[config.mk]
export PLATFORM = sky130hd
export DESIGN_NAME = smb_pec_counter
export DESIGN_NICKNAME = d
export VERILOG_FILES = /design/src/rtl/smb_pkg.sv /design/src/rtl/smb_crc8.sv /design/src/rtl/smb_bytecnt.sv /design/src/rtl/smb_pec_counter.sv
export SDC_FILE = /design/constraint.sdc
export NUM_CORES = 1
export LEC_CHECK = 0
export ABC_AREA = 1
export CAP_MARGIN = 10
export CORE_MARGIN = 3
export CORE_UTILIZATION = 45
export DETAILED_ROUTE_END_ITERATION = 16
export GPL_TIMING_DRIVEN = 1
export PLACE_DENSITY = 0.81
export SLEW_MARGIN = 15
export SYNTH_ARGS = -nofsm -noshare
export SYNTH_HDL_FRONTEND = slang
export SYNTH_SLANG_ARGS = --single-unit
[constraint.sdc]
create_clock -name clk -period 2.75 [get_ports clk]
set_input_delay 0.6875 -clock clk [delete_from_list [all_inputs] [get_ports clk]]
set_output_delay 0.6875 -clock clk [all_outputs]
set_load 0.03 [all_outputs]
[src/rtl/smb_pkg.sv]
package smb_pkg;
  typedef enum logic [1:0] {
    ST_IDLE = 2'd0,
    ST_RUN  = 2'd1,
    ST_HOLD = 2'd2
  } smb_state_e;

  localparam logic [7:0] SMB_CRC_POLY = 8'h07;
endpackage

[src/rtl/smb_crc8.sv]
module smb_crc8 #(
  parameter int         W    = 8,
  parameter logic [W-1:0] POLY = 8'h07
) (
  input  logic         clk,
  input  logic         rst_n,
  input  logic         seed,
  input  logic [W-1:0] seed_byte,
  input  logic         upd,
  input  logic [W-1:0] upd_byte,
  input  logic         clr,
  output logic [W-1:0] crc
);
  logic [W-1:0] chain [0:W];
  logic [W-1:0] din;

  assign chain[0] = seed ? '0 : crc;
  assign din      = seed ? seed_byte : upd_byte;

  for (genvar i = 0; i < W; i++) begin : g_bit
    logic fb;
    assign fb         = chain[i][W-1] ^ din[W-1-i];
    assign chain[i+1] = {chain[i][W-2:0], 1'b0} ^ (fb ? POLY : '0);
  end

  always_ff @(posedge clk or negedge rst_n) begin
    if (!rst_n)         crc <= '0;
    else if (seed)      crc <= chain[W];
    else if (clr)       crc <= '0;
    else if (upd)       crc <= chain[W];
  end
endmodule

[src/rtl/smb_bytecnt.sv]
module smb_bytecnt #(
  parameter int W = 8
) (
  input  logic         clk,
  input  logic         rst_n,
  input  logic         load,
  input  logic [W-1:0] load_val,
  input  logic         dec,
  output logic         is_zero,
  output logic         is_one
);
  logic [W-1:0] cnt;

  always_ff @(posedge clk or negedge rst_n) begin
    if (!rst_n)                  cnt <= '0;
    else if (load)               cnt <= load_val;
    else if (dec && cnt != '0)   cnt <= cnt - 1'b1;
  end

  assign is_zero = (cnt == '0);
  assign is_one  = (cnt == W'(1));
endmodule

[src/rtl/smb_pec_counter.sv]
module smb_pec_counter
  import smb_pkg::*;
#(
  parameter int CNT_W = 8
) (
  input  logic             clk,
  input  logic             rst_n,
  input  logic             cfg_mode,
  input  logic [CNT_W-1:0] cfg_nbytes,
  input  logic             cfg_pec_en,
  input  logic             cfg_reload,
  input  logic             cfg_autoend,
  input  logic             cfg_nack,
  input  logic             go,
  input  logic             cont,
  input  logic [7:0]       addr_byte,
  input  logic [7:0]       sw_tdata,
  input  logic             sw_tvalid,
  output logic             sw_tready,
  output logic [7:0]       tx_data,
  output logic             tx_pec,
  output logic             tx_valid,
  input  logic             tx_ready,
  input  logic [7:0]       rx_data,
  input  logic             rx_valid,
  output logic             rx_ready,
  output logic             rx_ack,
  output logic [7:0]       sw_rdata,
  output logic             sw_rpec,
  output logic             sw_rvalid,
  input  logic             sw_rready,
  output logic             busy,
  output logic             chunk_hold,
  output logic             stop_req,
  output logic             cfg_err,
  output logic             pec_err
);
  smb_state_e state_q;
  logic mode_q, pec_q, rel_q, auto_q, nack_q;
  logic cnt_zero, cnt_one;
  logic [7:0] crc;

  logic start_ok, start_bad, cont_ok, cont_bad;
  logic run_act, last_pec, hs, slave, master;

  assign start_ok  = (state_q == ST_IDLE) && go && !(cfg_pec_en && cfg_nbytes == '0);
  assign start_bad = (state_q == ST_IDLE) && go &&  (cfg_pec_en && cfg_nbytes == '0);
  assign cont_bad  = (state_q == ST_HOLD) && cont && pec_q && !cfg_reload && cfg_nbytes == '0;
  assign cont_ok   = (state_q == ST_HOLD) && cont && !cont_bad;

  assign run_act  = (state_q == ST_RUN) && !cnt_zero;
  assign last_pec = pec_q && !rel_q && cnt_one;
  assign slave    = run_act && mode_q;
  assign master   = run_act && !mode_q;

  // master transmit path
  assign tx_pec    = master && last_pec;
  assign tx_valid  = master && (last_pec || sw_tvalid);
  assign tx_data   = last_pec ? crc : sw_tdata;
  assign sw_tready = master && !last_pec && tx_ready;

  // slave receive path
  assign rx_ready  = slave && sw_rready;
  assign sw_rvalid = slave && rx_valid;
  assign sw_rdata  = rx_data;
  assign sw_rpec   = sw_rvalid && last_pec;
  assign rx_ack    = last_pec ? (rx_data == crc) : !nack_q;

  assign hs = mode_q ? (rx_valid && rx_ready) : (tx_valid && tx_ready);

  smb_crc8 #(.W(8), .POLY(SMB_CRC_POLY)) u_crc (
    .clk       (clk),
    .rst_n     (rst_n),
    .seed      (start_ok),
    .seed_byte (addr_byte),
    .upd       (hs && !last_pec),
    .upd_byte  (mode_q ? rx_data : tx_data),
    .clr       (hs && last_pec),
    .crc       (crc)
  );

  smb_bytecnt #(.W(CNT_W)) u_cnt (
    .clk      (clk),
    .rst_n    (rst_n),
    .load     (start_ok || cont_ok),
    .load_val (cfg_nbytes),
    .dec      (hs),
    .is_zero  (cnt_zero),
    .is_one   (cnt_one)
  );

  always_ff @(posedge clk or negedge rst_n) begin
    if (!rst_n) begin
      state_q  <= ST_IDLE;
      mode_q   <= 1'b0;
      pec_q    <= 1'b0;
      rel_q    <= 1'b0;
      auto_q   <= 1'b0;
      nack_q   <= 1'b0;
      stop_req <= 1'b0;
      cfg_err  <= 1'b0;
      pec_err  <= 1'b0;
    end else begin
      stop_req <= 1'b0;
      cfg_err  <= start_bad || cont_bad;
      if (mode_q && hs && last_pec && rx_data != crc) pec_err <= 1'b1;
      unique case (state_q)
        ST_IDLE: if (start_ok) begin
          state_q <= ST_RUN;
          mode_q  <= cfg_mode;
          pec_q   <= cfg_pec_en;
          rel_q   <= cfg_reload;
          auto_q  <= cfg_autoend;
          nack_q  <= cfg_nack;
          pec_err <= 1'b0;
        end
        ST_RUN: if (cnt_zero) begin
          if (rel_q) state_q <= ST_HOLD;
          else begin
            state_q  <= ST_IDLE;
            stop_req <= !mode_q && auto_q;
          end
        end
        ST_HOLD: if (cont_bad) state_q <= ST_IDLE;
          else if (cont_ok) begin
            state_q <= ST_RUN;
            rel_q   <= cfg_reload;
            nack_q  <= cfg_nack;
          end
        default: state_q <= ST_IDLE;
      endcase
    end
  end

  assign busy       = (state_q != ST_IDLE);
  assign chunk_hold = (state_q == ST_HOLD);
endmodule

* Word level (Yosys, flattened, before mapping)
Index checks and enable logic that the tools add are counted.
Storage, ports and cells: register bits after elaboration 26, latch bits 0, bits in writable memories 0, memory bits (read-only) 0, input port bits 45, output and inout port bits 28, memories kept 0
Operators by class: add/subtract/negate cells 1, multipliers 0, div/mod/pow operators 0, $lt $le $gt $ge 0, eq/ne operators 10, shift operators 0, multiplexer cells 39, bitwise operators 16, reduce and logical (&&, ||, !) cells 52
Operators with widths (count):
- $mux W8 | 9
- $xor A8 B8 Y8 | 8
- $logic_and A1 B1 Y1 | 30
- $mux W3 | 8
- $logic_not A8 Y1 | 2
- $mux W1 | 14
- $mux W2 | 5
- $eq A8 B1 Y1 const B | 1
- $eq A8 B8 Y1 | 1
- $logic_not A1 Y1 | 8
- $ne A8 B8 Y1 | 1
- $reduce_bool A8 Y1 | 1
- $sub A8 B1 Y8 const B | 1
- $xor A1 B1 Y1 | 8
- $ne A2 B2 Y1 const B | 3
- $pmux W2 S3 | 1
- $reduce_bool A2 Y1 | 3
- $pmux W1 S2 | 2
- $reduce_and A4 Y1 | 1
- $logic_or A1 B1 Y1 | 3
- $ne A3 B1 Y1 const B | 1
- $reduce_and A3 Y1 | 1
- $reduce_bool A3 Y1 | 1
- $eq A2 B1 Y1 const B | 1
- 4 further kinds | 4

* Logic depth before layout (Yosys ltp)
depth in word-level cells 33, gate-level depth with buffers 19

* By module
Synthesis repeated with hierarchy kept, for this count alone.
Second synthesis, totals: cell total of the unflattened synthesis 354, area total of the unflattened synthesis 2358.5 µm²
Modules (own cells, without submodules):
- smb_pec_counter | times used 1, cells an instance 157, area an instance 998.5 µm², seq. area each 250.2 µm²
- smb_crc8 | times used 1, cells an instance 118, area an instance 757.0 µm², seq. area each 200.2 µm²
- smb_bytecnt | times used 1, cells an instance 79, area an instance 603.1 µm², seq. area each 200.2 µm²

* Worst setup path after synthesis
OpenSTA, ideal clock, no wires.
kind reg-to-output, from register u_cnt.cnt[1], to output port sw_rpec, data arrival time 1745 ps, required time 2062 ps, path slack 317 ps, stages on the path, launching flop included 8, path buffers 1, cells stage by stage dfrtp_1 -> inv_1 -> ha_1 -> nand3_1 -> nor2_4 -> nand2_4 -> buf_6 -> nor3_1
Between the ends: longest elaborated chain between the ends 6, elaborated cells on any way between the ends 8
Ends and longest elaborated chain:
- start, declared | RTL line smb_bytecnt.sv:12 | logic [W-1:0] cnt;
- start signal, assigned | RTL line smb_bytecnt.sv:16 | else if (load) cnt <= load_val;
- start signal, assigned | RTL line smb_bytecnt.sv:17 | else if (dec && cnt != '0) cnt <= cnt - 1'b1;
- $logic_not A8 Y1 | RTL line smb_bytecnt.sv:20 | assign is_zero = (cnt == '0);
- $logic_not A1 Y1 | RTL line smb_pec_counter.sv:51 | assign run_act = (state_q == ST_RUN) && !cnt_zero;
- $logic_and A1 B1 Y1 | RTL line smb_pec_counter.sv:51
- $logic_and A1 B1 Y1 | RTL line smb_pec_counter.sv:53 | assign slave = run_act && mode_q;
- $logic_and A1 B1 Y1 | RTL line smb_pec_counter.sv:64 | assign sw_rvalid = slave && rx_valid;
- $logic_and A1 B1 Y1 * | RTL line smb_pec_counter.sv:66 | assign sw_rpec = sw_rvalid && last_pec;
- end, declared | RTL line smb_pec_counter.sv:29 | output logic sw_rpec,
Mark *: on every way between the ends. The rest lies on a longest branch, timed or not.

* Final worst setup path
from register u_cnt.cnt[1], to output port rx_ack
Between the ends: longest elaborated chain between the ends 3
Ends and longest elaborated chain:
- $eq A8 B1 Y1 | RTL line smb_bytecnt.sv:21 | assign is_one = (cnt == W'(1));
- $logic_and A1 B1 Y1 | RTL line smb_pec_counter.sv:52 | assign last_pec = pec_q && !rel_q && cnt_one;
- $mux W1 | RTL line smb_pec_counter.sv:67 | assign rx_ack = last_pec ? (rx_data == crc) : !nack_q;
- end, declared | RTL line smb_pec_counter.sv:27 | output logic rx_ack,
Every way passes these cells.

==> summary.md <==
| Metric | Value |
|---|---|
| Dominant cells by area after synthesis | sky130_fd_sc_hd__dfrtp_1, sky130_fd_sc_hd__nand2_1, sky130_fd_sc_hd__nand3_1, sky130_fd_sc_hd__inv_1, sky130_fd_sc_hd__nand3_2 |
| Min Clock Period, post-route | roughly 2.7 ns |
| Number of distinct library cell variants in the gate-level netlist after synthesis | 42 |
| Detailed placement HPWL | ~5800 µm |
| Number of placement rows | 27 |
| Post-route ant nets | 0 |
| Largest net degree at the start of global routing | 27 |
| Average wire length per cell after detail routing | 13.7 µm |
| Number of buffers added on ports | 72 |
| Syn Area/Cell | 6.83 µm² |
| Post-synthesis register bit count | 26 |
| Power per cell area | 1020 nW/µm² |
| Net count after synthesis | roughly 430 |
| Gp weighted congestion | 0.949 |
| Final period utilization | 97.2% |
| Cell Area, Placed | 3480 µm² |
| Die ar. | roughly 6800 µm² |
| Min-delay worst type | reg2reg |
| # Max-Cap Violations | 0 |
| Layout Cell Area excl Fill | 3590 µm² |
| Transition time of the tightest slew-check pin | around 0.36 ns |
| Status | finished clean |
| Hold-critical path depth | 2 |
| Via density | between 5 and 6 |
| Clock latency reported for the late side of the worst-skew pair | 0.27 ns |
| Clock buffers created by TritonCTS | 3 |
| Post-Synthesis Cells | 386 |
| CTS tree | built |
| Top-area cell type share of the netlist area | 24.7% |
| Max Clock Freq | 374 MHz |
| Crit. End Element | output pin |
| Worst endpoint data arrival time | 1.99 ns |
| Final Hold Viols | 0 |
| Die extent in x | 82.6 µm |
| Post-Synthesis Cell Area | 2640 µm² |
| Register clock-pin slew on the reported worst setup and hold paths | 0.10 ns |
| CP dominant cell by count | sky130_fd_sc_hd__inv_2 |
| Relative max-transition margin | 75.8% |
| H-tree levels | 1 |
| DRT iter0 DRCs | 160 |
| Global-route wire length before repair | 11900 µm |
| Highest-count cells in the layout ignoring fill and taps | sky130_fd_sc_hd__nand2_1, sky130_fd_sc_hd__clkdlybuf4s50_1, sky130_fd_sc_hd__inv_1 |
| Count of buffering cells on the critical path with inverters included | 5 |
| GR Util All Layers | 22.0% |
| Skew final | 0.00479 ns |
| Depth of the worst register-to-register path | 15 |
| Number of design rule violations left after detail routing | 0 |
| Proportion of synthesized chip area in sequential cells | 24.7% |
| # placed instances | 535 |
| Drt first pass iters | 5 |
| Required time of the critical path | 2.06 ns |
| Leakage component of the power | 0.00184 µW |
| Dominant cell type by area after synthesis | sky130_fd_sc_hd__dfrtp_1 |
| Antenna Diode Count | 0 |
| Most common library cell in the layout ignoring fill and taps | sky130_fd_sc_hd__nand2_1 |
| Pins Over Slew Limit | 0 |
| Largest delay share family, worst path | buffers and inverters |
| Origin of the worst min-delay path | pec_err |
| Post-synthesis to final-layout area growth | 36.1% |
| Worst vdd rail ir drop | 0.000429 V |
| Vias in the first global route | 2635 |
| End point of the worst hold path | pec_err |
| Total number of vias | 2830 |
| Crit path largest cell delay | 0.41 ns |
| Number of top-level design ports | 73 |
| Reg-to-reg setup timing slack | 0.42 ns |
| Worst hold slack | roughly 0.5 ns |
| Clk buf depth | 2 |
| Clock root buffer master | sky130_fd_sc_hd__clkbuf_8 |
| Nets | 518 |
| Setup crit start kind | flip-flop |
| Reg-to-reg critical path endpoint | u_crc.crc[6] |
| R2r startpoint | u_cnt.cnt[1] |
| Critical Path Fanout Max | 18 |
| Fraction of layout cells with a size suffix above 1 | between 20% and 30% |
| Highest-delay cell along the critical path | sky130_fd_sc_hd__dfrtp_1 |
| Die Span Y | 82.6 µm |
| Initial standard-cell utilization of the core | a little under half |
| WL final | 7390 µm |
| Floorplan Core Area | 5570 µm² |
| Synth warnings | 0 |
| Antenna violations before repair | 0 |
| Final cell utilization of the core | 64.4% |
| Kind of critical path | reg2out |
| Total gr overflow | 0 |
| Finish-stage setup viols | 0 |
| Series of cell instances along the critical path | inv_2 > ha_2 > nand3_1 > nor2_4 > nand2_4 > buf_8 > inv_2 > o31ai_2 > buf_4 > o21a_1 > buf_6 |
| Power consumption | 3650 µW |
| Count of placed standard cells in the final layout, fillers left out | 541 |
| Clock sink total | 26 |
[sequential cells by signal (all words and copies together) (netlist names)]
register	cells
nack_q	1
pec_q	1
u_cnt.cnt	8
cfg_err	1
stop_req	1
mode_q	1
rel_q	1
pec_err	1
u_crc.crc	8
state_q	2
auto_q	1
[cell type report]
type | count | area (µm²)
Timing Repair Buffer | 98 | 907
Clock buffer | 3 | 41.3
Clock inverter | 1 | 30.0
Multi-Input combinational cell | 285 | 1660
Sequential cell | 26 | 651
Fill cell | 500 | 1980
Inverter | 56 | 210
Tap cell | 72 | 90.1
[worst reg2reg max path: stages (launching register included)]
cell and delay [ns]:
sky130_fd_sc_hd__dfrtp_1 0.41, sky130_fd_sc_hd__inv_2 0.10, sky130_fd_sc_hd__ha_2 0.20, sky130_fd_sc_hd__nand3_1 0.12
sky130_fd_sc_hd__nor2_4 0.13, sky130_fd_sc_hd__nand2_4 0.07, sky130_fd_sc_hd__buf_8 0.17, sky130_fd_sc_hd__o21a_4 0.21
sky130_fd_sc_hd__nand2_2 0.06, sky130_fd_sc_hd__nand3_2 0.09, sky130_fd_sc_hd__a31oi_2 0.30, sky130_fd_sc_hd__nand2_1 0.13
sky130_fd_sc_hd__nand2_1 0.09, sky130_fd_sc_hd__nand2_1 0.05, sky130_fd_sc_hd__nand3_1 0.06, sky130_fd_sc_hd__nand2_1 0.05
[routing by layer]
metal,up-vias,share of wire (%),track usage [%]
met4,0,1.3,6.21
li1,1404,-,-
met1,1294,45,30.5
met2,120,46,35.4
met5,-,0,0
met3,12,8.3,3.04
[cells in the mapped netlist (all sizes together)]
master,number
a31oi,3
a21oi,3
nand2,124
and2,2
nand3,54
nand3b,2
clkbuf,2
clkinv,1
dfrtp,26
nor3,4
nor3b,1
or2,4
ha,3
o211ai,7
o31ai,2
inv,55
nand4,5
xnor2,7
o21a,6
xor2,5
o32ai,1
nor2,29
o21ai,21
buf,17
o22ai,2
[repair_timing]
item / CTS / global route
resized for setup: 17 / 10
pin swaps: 5 / 1
hold buffers: 0 / 0
endpoints found under the setup margin: 6 / 8
setup buffers: 2 / 0
[power by group]
part / switching, µW / total (µW) / internal (µW)
clock: 133 / 327 / 195
sequential: 173 / 725 / 553
combinational: 1610 / 2600 / 989
total: 1920 / 3650 / 1740
[worst max path at each step]
stage | endpoint | from | cells past startpoint | slack, ns
detailed placement | rx_ack | rx_data[0] | 7 | -0.12
floorplan | sw_rpec | u_cnt.cnt[1] | 7 | 0.32
global route | rx_ack | u_cnt.cnt[1] | 11 | -0.008
finish | rx_ack | u_cnt.cnt[1] | 11 | 0.08
CTS | rx_ack | u_cnt.cnt[1] | 11 | 0.009
global placement | rx_ack | rx_data[7] | 7 | -0.11
[logic make-up (layout without fill, tap and decap cells)]
group           count (synthesis)  in the layout  share of synthesized area [%]
buf+inv                        75            158                           13.5
compound gates                 45             45                           12.7
fa+ha+maj                       3              3                           1.42
simple gates                  225            225                           43.7
xor+xnor                       12             12                           3.98
flops                          26             26                           24.7
[stage by stage]
step | TNS, ns | worst slack (ns)
2_1_floorplan | 0 | 0.317
3_3_place_gp | -0.128 | -0.113
3_5_place_dp | -0.601 | -0.116
4_1_cts | 0 | 0.00853
5_1_grt | -0.00836 | -0.00836
6_report | 0 | 0.0771
Power figures use the tool's default switching activity.
